`src/rtl/mul_pkg.sv`:
```
package mul_pkg;

   // How one multiplier bit is processed: add and shift in one clock, or in two.
   typedef enum logic [0:0] {
      STEP_FUSED = 1'b0,
      STEP_SPLIT = 1'b1
   } step_mode_e;

endpackage

```
`src/rtl/mul_adder.sv`:
```
// Ripple adder: WIDTH full-adder cells chained through a carry vector.
module mul_adder #(
   parameter int WIDTH = 8
) (
   input  logic [WIDTH-1:0] op_a,
   input  logic [WIDTH-1:0] op_b,
   output logic [WIDTH-1:0] sum,
   output logic             cout
);

   logic [WIDTH:0] carry;

   assign carry[0] = 1'b0;

   for (genvar i = 0; i < WIDTH; i++) begin : g_cell
      assign sum[i]     = op_a[i] ^ op_b[i] ^ carry[i];
      assign carry[i+1] = (op_a[i] & op_b[i]) | (carry[i] & (op_a[i] ^ op_b[i]));
   end

   assign cout = carry[WIDTH];

endmodule

```
`src/rtl/mul_ctrl.sv`:
```
// Step sequencer: counts multiplier bits, produces add/shift strobes and done.
module mul_ctrl #(
   parameter int WIDTH = 8,
   parameter bit SPLIT = 1'b0
) (
   input  logic clk,
   input  logic rst_n,
   input  logic start,
   output logic load,
   output logic do_add,
   output logic do_shift,
   output logic busy,
   output logic done
);

   localparam int CW = $clog2(WIDTH + 1);
   localparam logic [CW-1:0] CNT_INIT = CW'(WIDTH);
   localparam logic [CW-1:0] CNT_LAST = CW'(1);

   logic [CW-1:0] cnt_q;
   logic          busy_q;
   logic          done_q;

   assign load = start & ~busy_q;
   assign busy = busy_q;
   assign done = done_q;

   if (SPLIT) begin : g_split
      // phase 0 = add clock, phase 1 = shift clock
      logic phase_q;
      always_ff @(posedge clk or negedge rst_n) begin
         if (!rst_n)      phase_q <= 1'b0;
         else if (load)   phase_q <= 1'b0;
         else if (busy_q) phase_q <= ~phase_q;
      end
      assign do_add   = busy_q & ~phase_q;
      assign do_shift = busy_q &  phase_q;
   end else begin : g_fused
      assign do_add   = busy_q;
      assign do_shift = busy_q;
   end

   always_ff @(posedge clk or negedge rst_n) begin
      if (!rst_n) begin
         cnt_q  <= '0;
         busy_q <= 1'b0;
         done_q <= 1'b0;
      end else if (load) begin
         cnt_q  <= CNT_INIT;
         busy_q <= 1'b1;
         done_q <= 1'b0;
      end else if (do_shift) begin
         cnt_q <= cnt_q - CW'(1);
         if (cnt_q == CNT_LAST) begin
            busy_q <= 1'b0;
            done_q <= 1'b1;
         end
      end
   end

endmodule

```
`src/rtl/mul_datapath.sv`:
```
// Multiplicand register, accumulator, multiplier/low register and the add path.
module mul_datapath #(
   parameter int WIDTH = 8,
   parameter bit SPLIT = 1'b0
) (
   input  logic             clk,
   input  logic             rst_n,
   input  logic             load,
   input  logic             do_add,
   input  logic             do_shift,
   input  logic [WIDTH-1:0] mcand,
   input  logic [WIDTH-1:0] mplier,
   output logic [WIDTH-1:0] acc,
   output logic [WIDTH-1:0] low
);

   logic [WIDTH-1:0] m_q;
   logic [WIDTH-1:0] a_q;
   logic [WIDTH-1:0] q_q;
   logic [WIDTH-1:0] addend;
   logic [WIDTH-1:0] sum;
   logic             cout;

   // Add the multiplicand only on an add strobe with the lowest multiplier bit set
   assign addend = (do_add & q_q[0]) ? m_q : '0;

   mul_adder #(.WIDTH(WIDTH)) u_adder (
      .op_a (a_q),
      .op_b (addend),
      .sum  (sum),
      .cout (cout)
   );

   always_ff @(posedge clk or negedge rst_n) begin
      if (!rst_n)    m_q <= '0;
      else if (load) m_q <= mcand;
   end

   if (SPLIT) begin : g_split
      // Carry flip-flop holds the adder carry until the following shift clock
      logic c_q;
      always_ff @(posedge clk or negedge rst_n) begin
         if (!rst_n) begin
            c_q <= 1'b0;
            a_q <= '0;
            q_q <= '0;
         end else if (load) begin
            c_q <= 1'b0;
            a_q <= '0;
            q_q <= mplier;
         end else if (do_add) begin
            c_q <= cout;
            a_q <= sum;
         end else if (do_shift) begin
            c_q <= 1'b0;
            a_q <= {c_q, a_q[WIDTH-1:1]};
            q_q <= {a_q[0], q_q[WIDTH-1:1]};
         end
      end
   end else begin : g_fused
      // Carry goes straight into the top of the accumulator in the same clock
      always_ff @(posedge clk or negedge rst_n) begin
         if (!rst_n) begin
            a_q <= '0;
            q_q <= '0;
         end else if (load) begin
            a_q <= '0;
            q_q <= mplier;
         end else if (do_shift) begin
            a_q <= {cout, sum[WIDTH-1:1]};
            q_q <= {sum[0], q_q[WIDTH-1:1]};
         end
      end
   end

   assign acc = a_q;
   assign low = q_q;

endmodule

```
`src/rtl/shift_add_mul.sv`:
```
// Sequential shift-add unsigned multiplier, top level.
module shift_add_mul #(
   parameter int                  WIDTH     = 8,
   parameter mul_pkg::step_mode_e STEP_MODE = mul_pkg::STEP_FUSED
) (
   input  logic               clk,
   input  logic               rst_n,
   input  logic               start,
   input  logic [WIDTH-1:0]   mcand,
   input  logic [WIDTH-1:0]   mplier,
   output logic [2*WIDTH-1:0] product,
   output logic               done
);

   localparam bit SPLIT = (STEP_MODE == mul_pkg::STEP_SPLIT);
   localparam int STEPS = SPLIT ? 2 * WIDTH : WIDTH;

   if (WIDTH < 2) begin : g_width_chk
      $error("shift_add_mul: WIDTH must be at least 2");
   end

   logic             load;
   logic             do_add;
   logic             do_shift;
   logic             busy;
   logic [WIDTH-1:0] acc;
   logic [WIDTH-1:0] low;

   mul_ctrl #(.WIDTH(WIDTH), .SPLIT(SPLIT)) u_ctrl (
      .clk      (clk),
      .rst_n    (rst_n),
      .start    (start),
      .load     (load),
      .do_add   (do_add),
      .do_shift (do_shift),
      .busy     (busy),
      .done     (done)
   );

   mul_datapath #(.WIDTH(WIDTH), .SPLIT(SPLIT)) u_dp (
      .clk      (clk),
      .rst_n    (rst_n),
      .load     (load),
      .do_add   (do_add),
      .do_shift (do_shift),
      .mcand    (mcand),
      .mplier   (mplier),
      .acc      (acc),
      .low      (low)
   );

   assign product = {acc, low};

endmodule

```
`config.mk`:
```
export PLATFORM = sky130hd
export DESIGN_NAME = shift_add_mul
export DESIGN_NICKNAME = d
export VERILOG_FILES = /design/src/rtl/mul_pkg.sv /design/src/rtl/mul_adder.sv /design/src/rtl/mul_ctrl.sv /design/src/rtl/mul_datapath.sv /design/src/rtl/shift_add_mul.sv
export SDC_FILE = /design/constraint.sdc
export NUM_CORES = 1
export LEC_CHECK = 0
export ABC_AREA = 1
export BUFFER_PORTS_ARGS = -buffer_cell sky130_fd_sc_hd__buf_2
export CAP_MARGIN = 20
export CORE_UTILIZATION = 30
export DETAILED_ROUTE_END_ITERATION = 8
export PLACE_DENSITY = 0.48
export SLEW_MARGIN = 20
export SYNTH_ARGS = -nofsm -noshare
export SYNTH_HDL_FRONTEND = slang
export SYNTH_SLANG_ARGS = --single-unit
```
`constraint.sdc`:
```
create_clock -name clk -period 4.4 [get_ports clk]
set_input_delay 0.88 -clock clk [delete_from_list [all_inputs] [get_ports clk]]
set_output_delay 0.88 -clock clk [all_outputs]
set_load 0.02 [all_outputs]
```
==> impl_metrics.toml <==
[power]
intPower_uw = 748
netSwitchingPower_uw = 555
pwr-share-seq_pct = 37.5
ir_drop_uv = 205
comb_power_share_pct = 45.2
p_clk_share_pct = 17.2
report.power.total_mw = 1.30
netSwitchingFraction_pct = 42.6
power-per-cell-area_nw_per_um2 = 724
leakage_nw = 0.902

[setup_path]
cp_num_buf_inv = 3
worstSetupPathType = "flop to flop"
crit_required_ns = 4.56
cp-start-kind = "flop"
cp_top_family = "adder cells"
worstSetupEndpointType = "flop"
max_stage_delay_ns = 0.47
cp.arrival_ns = 3.78
crit_path_frequent_cell = "fa_1"
worstPathCellList = "nand2_1 -> inv_1 -> nand2_1 -> fa_1 -> fa_1 -> fa_1 -> fa_1 -> fa_1 -> inv_1 -> fa_1 -> inv_1 -> fa_1 -> o21ai_0"
path_max_fanout = 6
cp_slowest_cell = "fa_1"

[yosys]
synth_edf_count = 0
synth-main-ff-cell = "dfrtp_1"
yosys-top-cells-count = "nand2_1 (57), dfrtp_1 (30), inv_1 (17), nand3_1 (10), nor2_1 (9)"
synth-seq-cells = 30
syn_area_sq_um = 1480
ys_seq_area_share_pct = 50.8
synth_top_area_share_pct = 50.8
ys_types = 19
avgSynthCellArea_sq_um = 9.30
synth_top_cell_by_area = "dfrtp_1"
yosys_warnings = 0
async_reset_ff_share_pct = 100
synth.area.top_cells = "dfrtp_1 (51%), nand2_1 (14%), fa_1 (9.5%), inv_1 (4.3%), nand3_1 (3.4%)"
synth.most_common_cell = "nand2_1"
syn_nets = 188
syn_inst = 159

[timing]
tns_ns = 0
rsz0062_at_grt = "false"
slew_violations = 0
tightest_slew_ns = 0.667
setup_viol = 0
fmax_mhz = 276
fin_crit_sh_pct = 82.5
timing.final.crit_period_ns = 3.63
fin_worst_skew_ns = 0.00547
finalHoldViolCount = 0
slew_headroom_pct = 55.5

[detailed_routing]
vias = 1168
dr.pass1.iters = 4
drt_iter0_drc = 73
ant_nets = 0
vias_per_cell = 4.39
routed_wl_microns = 3110
drc = 0
drt-wirelength-per-cell_microns = 11.7

[clock_tree]
path_clk_slew_ns = 0.07
numCtsBuffers = 5
cts_hold_buf = 0
ctsHtreeMaxLevel = 2
clk_latency_ns = 0.28
ctsLongestPathBuffers = 2
tritoncts = "yes"
cts_sinks = 30
post_cts_resized = 0
post_cts_buffers = 0
cts-root-buf = "clkbuf_8"

[place]
gp_congestion = 0.741
post-dp-hpwl_microns = 2230
dp_cells = 258
portBuffers = 35

[finish]
antenna_cells = 0
n_fill_cell = 506
drive_above_1_share_pct = 25.6
area_delta_synth_final_pct = 21.6
instances_no_fill = 266
nets = 227

[global_routing]
grtUsageTotal_pct = 14.0
overflow = 0
grt_pass1_wl_microns = 5400
antenna_found_initial = 0
grt_max_degree = 31
grt_pass1_vias = 1157

[run_status]
outcome = "finished clean"

[die]
row_count = 25
dieWidth_microns = 72.2
initial_core_util_pct = 31.3
fp.dieH_microns = 72.2
io_pins = 36
core_area_sq_um = 4720
die_area_sq_um = 5210

[run]
cap_viol_max_count = 0

[min_path]
worstHoldPathType = "flop to flop"
==> worst paths after layout <==
check	from	to	slack [ns]	depth (start not counted)
max reg2reg	u_dp.low[0]$_DFFE_PN0P_	u_dp.acc[6]$_DFFE_PN0P_	0.77	13
max in group asynchronous	rst_n	u_dp.m_q[3]$_DFFE_PN0P_	3.33	1
min in group asynchronous	rst_n	u_dp.low[1]$_DFFE_PN0P_	0.64	1
min	u_ctrl.done$_DFFE_PN0P_	u_ctrl.done$_DFFE_PN0P_	0.49	2
max	u_dp.low[0]$_DFFE_PN0P_	u_dp.acc[6]$_DFFE_PN0P_	0.77	13
min reg2reg	u_ctrl.done$_DFFE_PN0P_	u_ctrl.done$_DFFE_PN0P_	0.49	2
==> final cells by class <==
class / instances / area (sq um) / share of cell area (%)
Tap cell: 67 / 83.8 / 4.66
Multi-Input combinational cell: 106 / 606 / 33.7
Inverter: 19 / 83.8 / 4.66
Clock buffer: 7 / 86.3 / 4.80
Timing Repair Buffer: 36 / 183 / 10.2
Clock inverter: 1 / 5.00 / 0.278
Sequential cell: 30 / 751 / 41.8
==> registers in the layout (all words and copies together) (netlist names) <==
name and cells:
u_ctrl.busy 1, u_ctrl.cnt_q 4, u_ctrl.done 1, u_dp.acc 8, u_dp.low 8, u_dp.m_q 8
==> per-layer routing <==
metal  wire, microns  vias up  part of all wire [%]  GRT usage [%]
li1                -      567                     -              -
met1            1430      573                    46           17.6
met2            1500       26                    48           21.8
met3             152        2                   4.9           5.28
met4              24        0                  0.77           5.23
met5               0        -                     0              0
==> power groups by stage <==
stage	Combinational, mW	Sequential (mW)	Clock, mW
after global routing	0.681	0.506	0.253
after CTS	0.603	0.490	0.237
after floorplan	0.353	0.566	0
after detailed placement	0.602	0.494	0
after global placement	0.594	0.492	0
final	0.589	0.489	0.224
==> cells in the final DEF (no fill, tap or decap) <==
master    count
ha_1          3
o22ai_1       6
inv_1        17
buf_2        35
a31oi_1       1
o21ai_0       7
nor2_1        9
clkbuf_1      1
inv_6         1
clkinv_2      1
nor2_2        1
nand2_2       4
clkbuf_8      6
dfrtp_1      30
nand3_1      10
buf_4         1
nand2_1      57
nand2_8       1
fa_1          7
inv_8         1
==> logic make-up after synthesis <==
logic type	Yosys count	synth area share (%)
fa+ha+maj	10	12.0
flops	30	50.8
simple gates	82	23.6
buf+inv	23	8.29
compound gates	14	5.33
==> metrics by stage <==
stage	worst slack (ns)	util [%]	hold WS (ns)	cell area [sq um]
3_5_place_dp	0.806	36.1	0.475	1710
5_1_grt	0.566	38.1	0.509	1800
3_3_place_gp	0.884	36.1	0.463	1710
6_report	0.772	38.1	0.487	1800
2_1_floorplan	0.811	-	0.449	1480
4_1_cts	0.792	38.1	0.492	1800
==> tightest hold or removal path, cell delays in order, from the launching register on <==
cell and delay [ns]:
dfrtp_1 0.35, nand2_1 0.05, nand2_1 0.05
No activity file was read; power rests on OpenSTA's default activity.
